==> config.mk <==
export PLATFORM = sky130hd
export DESIGN_NAME = e1_gapclk_gen
export DESIGN_NICKNAME = d
export VERILOG_FILES = /design/src/rtl/e1_gapclk_gen.sv
export SDC_FILE = /design/constraint.sdc
export NUM_CORES = 1
export LEC_CHECK = 0
export ABC_CLOCK_PERIOD_IN_PS = 5000
export BUFFER_PORTS_ARGS = -buffer_cell sky130_fd_sc_hd__buf_2
export CAP_MARGIN = 15
export CELL_PAD_IN_SITES_DETAIL_PLACEMENT = 1
export CELL_PAD_IN_SITES_GLOBAL_PLACEMENT = 2
export CORE_ASPECT_RATIO = 0.9
export CORE_UTILIZATION = 38
export CTS_BUF_LIST = sky130_fd_sc_hd__clkbuf_8
export CTS_CLUSTER_SIZE = 8
export DETAILED_ROUTE_END_ITERATION = 10
export PLACE_DENSITY = 0.95
export SYNTH_ARGS = -nofsm -noshare
export SYNTH_HDL_FRONTEND = slang
export SYNTH_SLANG_ARGS = --single-unit
==> constraint.sdc <==
create_clock -name clk -period 5 [get_ports clk]
set_clock_uncertainty 0.2 [all_clocks]
set_input_delay 0.25 -clock clk [delete_from_list [all_inputs] [get_ports clk]]
set_output_delay 0.25 -clock clk [all_outputs]
set_load 0.02 [all_outputs]
==> src/rtl/e1_gapclk_gen.sv <==
module e1_gapclk_gen #(
  parameter int DIV = 4,
  parameter int TS  = 32,
  parameter int TSW = 8,
  parameter int MFL = 16,
  localparam int TSB = $clog2(TS)
) (
  input  logic           clk,
  input  logic           rst_n,
  input  logic           frac_en,
  input  logic           bit8_only,
  input  logic [TS-1:0]  gap_mask,
  input  logic           fp_edge_fall,
  input  logic           dat_edge_fall,
  input  logic [1:0]     fp_type,
  input  logic           fp_inv,
  input  logic           ser_data,
  input  logic           ser_sig,
  output logic           bclk_en,
  output logic           fp_out,
  output logic           pay_valid,
  output logic [TSB-1:0] pay_ts,
  output logic [TSW-1:0] pay_data,
  output logic [TSW-1:0] pay_sig
);
  localparam int PW    = (DIV > 1) ? $clog2(DIV) : 1;
  localparam int FBITS = TS * TSW;
  localparam int BW    = $clog2(FBITS);
  localparam int IB    = $clog2(TSW);
  localparam int FW    = $clog2(MFL);
  localparam int HALF  = DIV / 2;

  logic [PW-1:0]  ph;
  logic [BW-1:0]  bpos;
  logic [FW-1:0]  fcnt;
  logic [TS-1:0]  mask_q;
  logic           frac_q, b8_q, fp_q;
  logic [TSW-2:0] sh_d, sh_s;

  wire bit_end   = (ph == PW'(DIV - 1));
  wire frame_end = bit_end && (bpos == BW'(FBITS - 1));
  wire [TSB-1:0] ts = bpos[BW-1:IB];
  wire last_bit  = (bpos[IB-1:0] == IB'(TSW - 1));
  wire ts_gap    = frac_q && mask_q[ts];
  wire bit_gap   = ts_gap && (!b8_q || last_bit);
  wire rise      = (ph == '0);
  wire fall      = (ph == PW'(HALF));
  wire fp_tick   = fp_edge_fall ? fall : rise;
  wire dat_tick  = dat_edge_fall ? fall : rise;
  wire mark      = (bpos == '0) && ((fp_type == 2'd0) || (fcnt == '0));
  wire emit      = dat_tick && last_bit && !(ts_gap && !b8_q);

  assign bclk_en = rise && !bit_gap;
  assign fp_out  = fp_q ^ fp_inv;

  always_ff @(posedge clk) begin
    if (!rst_n) begin
      ph     <= '0;
      bpos   <= '0;
      fcnt   <= '0;
      mask_q <= '0;
      frac_q <= 1'b0;
      b8_q   <= 1'b0;
      fp_q   <= 1'b0;
    end else begin
      ph <= bit_end ? '0 : ph + PW'(1);
      if (bit_end)
        bpos <= (bpos == BW'(FBITS - 1)) ? '0 : bpos + BW'(1);
      if (frame_end) begin
        fcnt   <= (fcnt == FW'(MFL - 1)) ? '0 : fcnt + FW'(1);
        mask_q <= gap_mask;
        frac_q <= frac_en;
        b8_q   <= bit8_only;
      end
      if (fp_tick) fp_q <= mark;
    end
  end

  always_ff @(posedge clk) begin
    if (!rst_n) begin
      sh_d      <= '0;
      sh_s      <= '0;
      pay_valid <= 1'b0;
      pay_ts    <= '0;
      pay_data  <= '0;
      pay_sig   <= '0;
    end else begin
      pay_valid <= emit;
      if (dat_tick && !bit_gap) begin
        sh_d <= {sh_d[TSW-3:0], ser_data};
        sh_s <= {sh_s[TSW-3:0], ser_sig};
      end
      if (emit) begin
        pay_ts   <= ts;
        pay_data <= {sh_d, ser_data && !bit_gap};
        pay_sig  <= {sh_s, ser_sig && !bit_gap};
      end
    end
  end
endmodule


==> metrics, run 1 <==
adder-cell share of the synthesized area under 10%; Post-synth EDFFs 0; Clock Tree Root clkbuf_8; chip height around 96 um; Core Util, Final between 40% and 50%; Compound-Gate Fraction of Synth Area between 10 and 15%; Row Count 34; Reg2Reg Launch Point bpos[3]$_SDFFE_PN0P_; Cells after Synth about 400; GRT overflow 0; Required @ worst endpoint approximately 4.6 ns; CP Capture Type primary output; Slew Viols, Final 0; relative slew slack just under 40%; overall routing resource usage 18.2%; Clock Latency Late Sink between 0.3 and 0.4 ns; Cell Area, Synth roughly 3800 um^2; most common cell after layout, fill and taps aside nand2_1; post-route ant nets 0; Placement Setup Slack about 1.8 ns; Leak about 1.8 nW; Critical Path Start Type flop; setup violators final 0; Die Area 10300 um^2; global-route wire length before repair between 10 and 15 mm; f_max 311 MHz; setup TNS 0 ns; Slowest-stage cell, CP dfxtp_1; CTS tree done; post-synthesis mux area share between 10% and 20%; Avg WL per Cell approximately 14 um; final hold vios 0; most frequent cells in the layout 122 x nand2_1, 85 x dfxtp_1, 66 x buf_2, 39 x mux2i_1, 37 x a21boi_0; cell taking the most area after synthesis dfxtp_1; drt initial violations ~120; worst-path fanout max 18; synthesized flop and latch total 85; VDD IR max about 0.11 mV; crit path DAT 2.76 ns; xor-xnor portion of the synthesized cell area 1.17%; Mean Syn Cell Area 9.30 um^2; maximum root-to-sink buffer count 2; number of vias in the routed layout approximately 3000; share of Yosys cell area claimed by the top area cell type approximately 45%; Synth Area in Simple Gates between 10% and 20%; core area roughly 9700 um^2; Syn. warnings 0; initial antenna violation count 0; Die X 107 um; Cell variety after synth 40; PortBufs 66; main combinational cell family by area after synthesis simple AND/OR/NAND/NOR gates; crit path cell chain mux2_2 -> a221oi_2 -> o211ai_1 -> o2111ai_1 -> and2_1 -> buf_2; Synth area leaders dfxtp_1 45%, nand2_1 12%, mux2i_1 10%; Pwr Density 286 nW/um^2; Worst-Margin Slew slightly above 0.9 ns; HPWL after DPL approximately 5.9 mm; RSZ-0062 raised after global routing no; H-tree Lvls 3; vias in the first global route 3023; CTS buffer count 9; worst min-delay path category in2reg; Tmin final between 3 and 4 ns; Pre-Repair DR Iteration Count 4; Starting Density between 30 and 40%; Post-Syn Nets around 460; worst hold path startpoint rst_n; DRC Markers 0; crit path from bpos[3]$_SDFFE_PN0P_; setup ws final between 1.5 and 2 ns; I/O pin total 67; Final Non-Filler Cells 622; Nets about 540; Max-cap violations 0; CTS clk-pin slew, worst paths ~0.090 ns; pin count of the biggest net entering global routing 73; Setup CP Type reg2out; RD Place Congestion ~0.75; final WL between 8 and 9 mm; Post-synth top flop dfxtp_1; CTS resizes 0; register area share after synthesis ~45%; layout filler cell count 1143; FFs w/ async S/R, synth 0%; outcome completed; dpl cells 570; Crit path largest cell delay about 0.8 ns; Tcrit/Tclk final 64.3%; Area Growth Syn to Fin 24.3%; Antenna diodes 0; DR vias/cell 4.84; share of cells above drive strength 1 a little over a fifth; Sink Count between 80 and 90
stage by stage:
| stage | hold slack (ns) | instance area, um^2 | total power, mW |
|---|---|---|---|
| final | 0.112 | 4670 | 1.33 |
| after global routing | 0.125 | 4670 | 1.39 |
| after CTS | 0.103 | 4670 | 1.35 |
| after detailed placement | 0.250 | 4090 | 0.785 |
| after global placement | 0.239 | 4090 | 0.782 |
| after floorplan | 0.189 | 3760 | 0.758 |
layer usage:
metal	vias to the layer above	track usage [%]	routed length (um)
li1	1528	-	-
met1	1430	23.2	4230
met2	43	32.0	4400
met3	10	3.25	196
met4	0	4.79	89
met5	-	0	0
Yosys cell counts, drive strengths merged, types with 2 or more instances:
| master | number |
|---|---|
| nand2 | 123 |
| o211ai | 4 |
| mux4 | 4 |
| and3 | 2 |
| nor2b | 4 |
| nor2 | 5 |
| buf | 12 |
| xor2 | 3 |
| and3b | 2 |
| ha | 8 |
| o21ai | 5 |
| a221oi | 2 |
| nand4 | 4 |
| inv | 9 |
| xnor2 | 2 |
| a21oi | 4 |
| clkbuf | 16 |
| o22ai | 2 |
| mux2i | 39 |
| and2 | 7 |
| a21boi | 37 |
| a31o | 2 |
| nand3 | 5 |
| dfxtp | 85 |
| nand2b | 2 |
| mux2 | 7 |
critical path: cells and delay by family (launching register included):
family | cells | cell delay [ns]
AOI/OAI and AO/OA | 3 | 0.79
and+or+nand+nor | 1 | 0.21
buffers and inverters | 1 | 0.16
DFF | 1 | 0.82
muxes | 1 | 0.43
report_power, final:
group | total, mW | leakage, nW | switching, mW | internal [mW]
logic | 0.102 | 1.02 | 0.0460 | 0.0561
registers | 0.688 | 0.686 | 0.00403 | 0.683
clock network | 0.544 | 0.106 | 0.260 | 0.284
total | 1.33 | 1.81 | 0.310 | 1.02
layout make-up:
type / count / area [um^2] / share of cell area, %
Clock buffer: 9 / 124 / 2.65
Clock inverter: 7 / 97.6 / 2.09
Inverter: 9 / 33.8 / 0.723
Multi-Input combinational cell: 282 / 1850 / 39.6
Sequential cell: 85 / 1700 / 36.4
Tap cell: 126 / 158 / 3.38
Timing Repair Buffer: 104 / 706 / 15.1
final timing paths:
kind	to	slack, ns	cells after the start
setup reg to reg	pay_sig[3]$_SDFFE_PN0P_	1.82	6
setup / recovery	bclk_en	1.79	6
hold / removal	mask_q[10]$_SDFFE_PN0P_	0.11	2
hold reg to reg	pay_sig[5]$_SDFFE_PN0P_	0.26	2
state kept, by name, summed over array words and instances (netlist names):
| signal | flops |
|---|---|
| sh_s | 7 |
| mask_q | 32 |
| bpos | 8 |
| frac_q | 1 |
| pay_sig | 8 |
| pay_valid | 1 |
| fcnt | 4 |
| ph | 2 |
| pay_data | 8 |
| fp_q | 1 |
| pay_ts | 5 |
| sh_d | 7 |
| b8_q | 1 |
cells by family (layout without fill, tap and decap cells):
logic type	count (synthesis)	count (layout)
AND/OR/NAND/NOR	159	159
flip-flops	85	85
AO/OA/AOI/OAI	60	60
multiplexers	50	50
buffers and inverters	37	129
adder cells (fa/ha/maj)	8	8
XOR/XNOR	5	5
what timing repair did:
action,CTS,global route
setup buffers,0,0
hold buffers,36,0
endpoints found under the hold margin,38,0
Note: power is estimated with default switching activity, not from simulation.
==> inputs of run 2 (changes only) <==
==> config.mk (replaced) <==
export PLATFORM = sky130hd
export DESIGN_NAME = e1_gapclk_gen
export DESIGN_NICKNAME = d
export VERILOG_FILES = /design/src/rtl/e1_gapclk_gen.sv
export SDC_FILE = /design/constraint.sdc
export NUM_CORES = 1
export LEC_CHECK = 0
export ABC_CLOCK_PERIOD_IN_PS = 2770
export BUFFER_PORTS_ARGS = -buffer_cell sky130_fd_sc_hd__buf_2
export CAP_MARGIN = 15
export CELL_PAD_IN_SITES_DETAIL_PLACEMENT = 1
export CELL_PAD_IN_SITES_GLOBAL_PLACEMENT = 2
export CORE_ASPECT_RATIO = 0.9
export CORE_UTILIZATION = 32
export CTS_BUF_LIST = sky130_fd_sc_hd__clkbuf_8
export CTS_CLUSTER_SIZE = 8
export DETAILED_ROUTE_END_ITERATION = 10
export PLACE_DENSITY = 0.88
export SYNTH_ARGS = -nofsm -noshare
export SYNTH_HDL_FRONTEND = slang
export SYNTH_SLANG_ARGS = --single-unit
==> constraint.sdc (replaced) <==
create_clock -name clk -period 2.77 [get_ports clk]
set_clock_uncertainty 0.2 [all_clocks]
set_input_delay 0.1385 -clock clk [delete_from_list [all_inputs] [get_ports clk]]
set_output_delay 0.1385 -clock clk [all_outputs]
set_load 0.02 [all_outputs]
==> run 2 against run 1 <==
Net effect:
- first-iteration DRC count increased by 4.3%
- die area up 18%
- setup slack worse by 1.6 ns
- cell count grew 6.3%
- critical path depth rose by 1
- combinational power is 89% higher
- global-route usage decreased by 2.6 points
- wire length about the same
- utilization is 6.5 points lower
- via count up 1.8%
- clock-buffer cell count did not move
- total power is 74% higher
==> metrics, run 2 (synthesis gave the netlist of run 1 again) <==
outcome completed; Worst-Margin Slew 0.617 ns (-0.295 ns); Pre-Repair DR Iteration Count 4 (unchanged); Buf/Inv on CP 2 (+1); Worst Hold Path Cells 4 (+2); CTS clk-pin slew, worst paths 0.08 ns (about the same); crit path DAT 2.24 ns (-0.52 ns); share of cells above drive strength 1 23.2% (+2.2 points); setup ws final 0.189 ns (-1.60 ns); Setup CP Type reg2out; overall routing resource usage 15.7% (-2.6 points); pin count of the biggest net entering global routing 39 (-47%); Critical Path Start Type flop; hold worst-path end fp_q$_SDFFE_PN0P_; RSZ-0062 raised after global routing no; Fin Hold WS 0.0357 ns (-0.0759 ns); HPWL after DPL 6.36 mm (+8.1%); Tcrit/Tclk final between 90% and 100%; Tmin final 2.58 ns; GRT overflow 0 (unchanged); Starting Density 32.9% (-6.0 points); setup violators final 0 (unchanged); max reg flops 32 (unchanged); RD Place Congestion 0.745 (-1.2%); worst hold path startpoint fp_edge_fall; Die Area 12200 um^2 (+18%); Pwr Density 485 nW/um^2 (+70%); Area Growth Syn to Fin 27.2%; layout filler cell count 1365 (+19%); number of vias in the routed layout 3066 (+1.8%); initial antenna violation count 0 (unchanged); CTS tree done; Max-cap violations 0 (unchanged); R2R depth 8 (+2); Antenna diodes 0 (unchanged); drt initial violations 120 (+4.3%); DR vias/cell 4.64 (-4.2%); DRC Markers 0 (unchanged); Worst R2R Setup Slack 0.33 ns (-1.49 ns); Crit path largest cell delay 0.36 ns (-0.46 ns); most flop-heavy register mask_q; final hold vios 0 (unchanged); relative slew slack 58.9% (+20 points); maximum root-to-sink buffer count 2 (unchanged); VDD IR max 0.230 mV (+110%); Slew Viols, Final 0 (unchanged); Crit path max-delay family compound AO/OA/AOI/OAI gates; Slowest-stage cell, CP mux2_2; chip height 105 um (+8.8%); Die X 116 um (+8.8%); setup TNS 0 ns (unchanged); worst-path fanout max 13 (-5); final WL 8.91 mm (about the same); CTS buffer count 9 (unchanged); Sink Count 85 (unchanged); PortBufs 66 (unchanged); Clock Tree Root clkbuf_8; most frequent cells in the layout 122 x nand2_1, 83 x dfxtp_1, 66 x buf_2, 39 x mux2i_1, 37 x a21boi_0; crit path cell chain buf_6 -> mux2_2 -> a221oi_2 -> o211ai_1 -> o2111ai_2 -> and2_4 -> buf_2; core area 11400 um^2 (+18%); Placement Setup Slack 0.244 ns (-1.59 ns); Reg2Reg Launch Point bpos[3]$_SDFFE_PN0P_; f_max approximately 390 MHz; worst min-delay path category in2reg; CP Capture Type primary output; Clock Latency Late Sink 0.35 ns (about the same); Nets 551 (+1.7%); Leak 1.86 nW (+2.5%); H-tree Lvls 3 (unchanged); Row Count 37 (+8.8%); global-route wire length before repair 15.0 mm (+3.1%); I/O pin total 67 (unchanged); Required @ worst endpoint 2.43 ns (-2.12 ns); Avg WL per Cell 13.5 um (-6.0%); vias in the first global route 3176 (+5.1%); r2r endpoint pay_sig[7]$_SDFFE_PN0P_; most common cell after layout, fill and taps aside nand2_1; post-route ant nets 0 (unchanged)
-- run 2: report_power, final --
part / internal [mW] / switching, mW
clock network: 0.422 / 0.462
logic: 0.106 / 0.0873
registers: 1.23 / 0.00796
-- run 2: worst max-delay path by stage --
stage                         startpoint                       end  slack (ns)  cells past startpoint
CTS                 bpos[3]$_SDFFE_PN0P_                   bclk_en        0.03                      7
finish              bpos[3]$_SDFFE_PN0P_                   bclk_en        0.19                      7
global route        bpos[3]$_SDFFE_PN0P_                   bclk_en        0.04                      7
floorplan           bpos[4]$_SDFFE_PN0P_  pay_data[3]$_SDFFE_PN0P_        0.58                      8
detailed placement  bpos[4]$_SDFFE_PN0P_   pay_sig[1]$_SDFFE_PN0P_        0.24                      8
global placement    bpos[4]$_SDFFE_PN0P_   pay_sig[0]$_SDFFE_PN0P_        0.34                      8
-- run 2: what timing repair did --
item	CTS	global route
setup endpoints to repair	1	1
gates resized for setup	2	4
hold buffers	36	0
setup buffers	0	0
hold endpoints to repair	38	0
-- run 2: metrics by stage --
| stage | cells | instance area [um^2] | utilization [%] | power (mW) |
|---|---|---|---|---|
| detailed placement | 609 | 4210 | 36.8 | 1.42 |
| floorplan | 404 | 3760 | - | 1.37 |
| global placement | 609 | 4210 | 36.8 | 1.42 |
| finish | 661 | 4780 | 41.8 | 2.32 |
| CTS | 661 | 4770 | 41.7 | 2.34 |
| global route | 661 | 4780 | 41.8 | 2.41 |
-- run 2: routing by layer --
| layer | global-route usage, % | routed length, um |
|---|---|---|
| met4 | 3.75 | 80 |
| met5 | 0 | 0 |
| met2 | 25.8 | 4260 |
| met1 | 20.4 | 4290 |
| met3 | 3.83 | 281 |
-- run 2: area by class of cell --
cell class	count	area, um^2	share of cell area (%)
clock buffers	9	124	2.59
clock inverters	7	73.8	1.54
inverters	9	33.8	0.707
multi-input cells	282	1860	38.9
flip-flops and latches	85	1710	35.7
well taps	156	195	4.08
repair buffers	113	790	16.5
-- run 2: worst reg2reg max path, cell delays in order, from the launching register on --
cell      delay [ns]
dfxtp_1         0.35
buf_6           0.17
mux2_2          0.36
a221oi_2        0.29
o211ai_1        0.17
and3_4          0.22
a21oi_4         0.17
buf_12          0.21
mux2i_1         0.23
==> inputs of run 3 (changes only) <==
==> config.mk (replaced) <==
export PLATFORM = sky130hd
export DESIGN_NAME = e1_gapclk_gen
export DESIGN_NICKNAME = d
export VERILOG_FILES = /design/src/rtl/e1_gapclk_gen.sv
export SDC_FILE = /design/constraint.sdc
export NUM_CORES = 1
export LEC_CHECK = 0
export ABC_CLOCK_PERIOD_IN_PS = 3350
export BUFFER_PORTS_ARGS = -buffer_cell sky130_fd_sc_hd__buf_2
export CAP_MARGIN = 15
export CELL_PAD_IN_SITES_DETAIL_PLACEMENT = 1
export CELL_PAD_IN_SITES_GLOBAL_PLACEMENT = 2
export CORE_ASPECT_RATIO = 0.9
export CORE_UTILIZATION = 38
export CTS_BUF_LIST = sky130_fd_sc_hd__clkbuf_8
export CTS_CLUSTER_SIZE = 8
export DETAILED_ROUTE_END_ITERATION = 10
export PLACE_DENSITY = 0.95
export SYNTH_ARGS = -nofsm -noshare
export SYNTH_HDL_FRONTEND = slang
export SYNTH_SLANG_ARGS = --single-unit
==> constraint.sdc (replaced) <==
create_clock -name clk -period 3.35 [get_ports clk]
set_clock_uncertainty 0.2 [all_clocks]
set_input_delay 0.1675 -clock clk [delete_from_list [all_inputs] [get_ports clk]]
set_output_delay 0.1675 -clock clk [all_outputs]
set_load 0.02 [all_outputs]
==> run 3 against run 2 <==
Net effect:
- non-clock buffer count down 6
- cell count is 5.4% lower
- sequential power shrank 17%
- cell area is 1.8% lower
- first-iteration DRC count fell by 35%
- critical path depth fell by 1
- via count down 0.55%
- sequential share of layout area is 0.53 points higher
- combinational power decreased by 18%
- wire length rose by 1.3%
- clock-buffer cell count stayed put
- critical path type unchanged
==> metrics, run 3 (synthesis gave the netlist of run 1 again) <==
setup violators final 0 (unchanged); switch share 23.8% (-0.25 points); DR vias/cell 4.88 (+5.2%); f_max between 300 and 400 MHz; Core Util, Final 48.6% (+6.8 points); chip height 96.3 um (-8.1%); Slew Viols, Final 0 (unchanged); Antenna diodes 0 (unchanged); core area 9660 um^2 (-16%); Clk pwr share 41.2% (+3.1 points); final WL 9.02 mm (+1.3%); Comb pwr share 7.8% (-0.5 points); most common cell after layout, fill and taps aside nand2_1; drt initial violations 78 (-35%); Buf/Inv on CP 1 (-1); Clock Tree Root clkbuf_8; GR Layer Usage met1 22.8% (+2.5 points); busiest grt layer met2; setup ws final 0.218 ns (+0.0294 ns); Crit path largest cell delay 0.73 ns (+0.37 ns); VDD IR max 0.172 mV (-25%); H-tree Lvls 3 (unchanged); register area 1700 um^2 (-0.29%); Pwr Density 429 nW/um^2 (-11%); Placement Setup Slack 0.456 ns (+0.213 ns); Tcrit/Tclk final 93.5%; RSZ-0062 raised after global routing no; area of the multi-input gates 1850 um^2 (-0.47%); vias in the first global route 3175 (-0.031%); GR Layer Usage met2 33.4% (+7.6 points); crit path DAT 2.76 ns (+0.52 ns); Area Growth Syn to Fin 25.0%; DRC Markers 0 (unchanged); dpl cells 573 (-5.9%); RD Place Congestion 0.713 (-4.3%); post-route ant nets 0 (unchanged); CP Capture Type primary output; GRT met3 Usage 3.05% (-0.78 points); layout filler cell count 1112 (-19%); relative slew slack 52.5% (-6.4 points); Setup CP Type reg2out; setup TNS 0 ns (unchanged); crit path cell chain mux4_2 -> o22ai_1 -> o211ai_1 -> o2111ai_1 -> and2_1 -> buf_2; fin area 4700 um^2 (-1.8%); most flop-heavy register mask_q; Pre-Repair DR Iteration Count 4 (unchanged); max reg flops 32 (unchanged); maximum root-to-sink buffer count 2 (unchanged); GRT overflow 0 (unchanged); Required @ worst endpoint 2.98 ns (+0.55 ns); Die X 107 um (-8.1%); I/O pin total 67 (unchanged); Worst-Margin Slew 0.713 ns (+0.0961 ns); Starting Density 38.9% (+6.0 points); number of vias in the routed layout 3049 (-0.55%); pin count of the biggest net entering global routing 41 (+5.1%); Slowest-stage cell, CP dfxtp_1; CTS clk-pin slew, worst paths 0.09 ns (about the same); initial antenna violation count 0 (unchanged); final hold vios 0 (unchanged); Max-cap violations 0 (unchanged); outcome completed; Pwr Total 2.01 mW (-13%); Die Area 10300 um^2 (-16%); Critical Path Start Type flop; DP Area 4110 um^2 (-2.3%); PortBufs 66 (unchanged); worst-path fanout max 16 (+3); Avg WL per Cell 14.4 um (+7.1%); most frequent cells in the layout 122 x nand2_1, 85 x dfxtp_1, 66 x buf_2, 39 x mux2i_1, 37 x a21boi_0; Leak 1.83 nW (-1.3%); Row Count 34 (-8.1%); postcts setup bufs 0 (unchanged); Nets 545 (-1.1%); Crit path max-delay family flip-flops; Final Non-Filler Cells 625 (-5.4%); CTS buffer count 9 (unchanged); sequential share of power 50.9% (-2.7 points); worst min-delay path category in2reg; overall routing resource usage 18.9% (+3.2 points); share of cells above drive strength 1 21.4% (-1.7 points); internal power 1.54 mW (-13%); Clock Latency Late Sink 0.36 ns (about the same); Fin Hold WS 0.0484 ns (+0.0128 ns); global-route wire length before repair 15.1 mm (+0.13%); sw power 479 uW (-14%); CTS tree done; HPWL after DPL 5.93 mm (-6.8%); Sink Count 85 (unchanged); Tmin final roughly 3.1 ns
[run 3: area by class of cell]
| type | instances | area share [%] |
|---|---|---|
| multi-input combinational | 282 | 39.4 |
| sequential | 85 | 36.2 |
| timing repair buffer | 107 | 15.5 |
| tap | 126 | 3.36 |
| clock buffer | 9 | 2.64 |
| clock inverter | 7 | 2.18 |
| inverter | 9 | 0.719 |
[run 3: routing by layer]
metal	part of all wire, %	vias to the layer above
met2	50	50
met1	46	1446
li1	-	1535
met3	2.3	18
met5	0	-
met4	2.1	0
[run 3: worst paths after layout]
path	endpoint	slack [ns]	from	depth (start not counted)
worst max register to register	pay_data[7]$_SDFFE_PN0P_	0.45	bpos[4]$_SDFFE_PN0P_	7
worst max-delay path	bclk_en	0.22	bpos[4]$_SDFFE_PN0P_	6
worst min-delay path	fp_q$_SDFFE_PN0P_	0.05	fp_edge_fall	4
worst min register to register	ph[0]$_SDFF_PP0_	0.26	ph[0]$_SDFF_PP0_	1
[run 3: power by group through the flow]
stage	registers, mW	clock network [mW]	logic [mW]
final	1.03	0.831	0.158
after global routing	1.03	0.895	0.172
after detailed placement	1.05	0	0.125
after CTS	1.03	0.849	0.156
after global placement	1.05	0	0.122
after floorplan	1.05	0	0.0826
[run 3: tightest hold or removal path, stage by stage]
cell and delay (ns):
buf_2 0.08, mux2i_1 0.08, o21ai_0 0.14, and2_1 0.12
[run 3: what timing repair did]
item                       in CTS  in global routing
setup endpoints to repair       0                  0
hold buffers                   36                  0
resized for setup               0                  0
hold endpoints to repair       38                  0
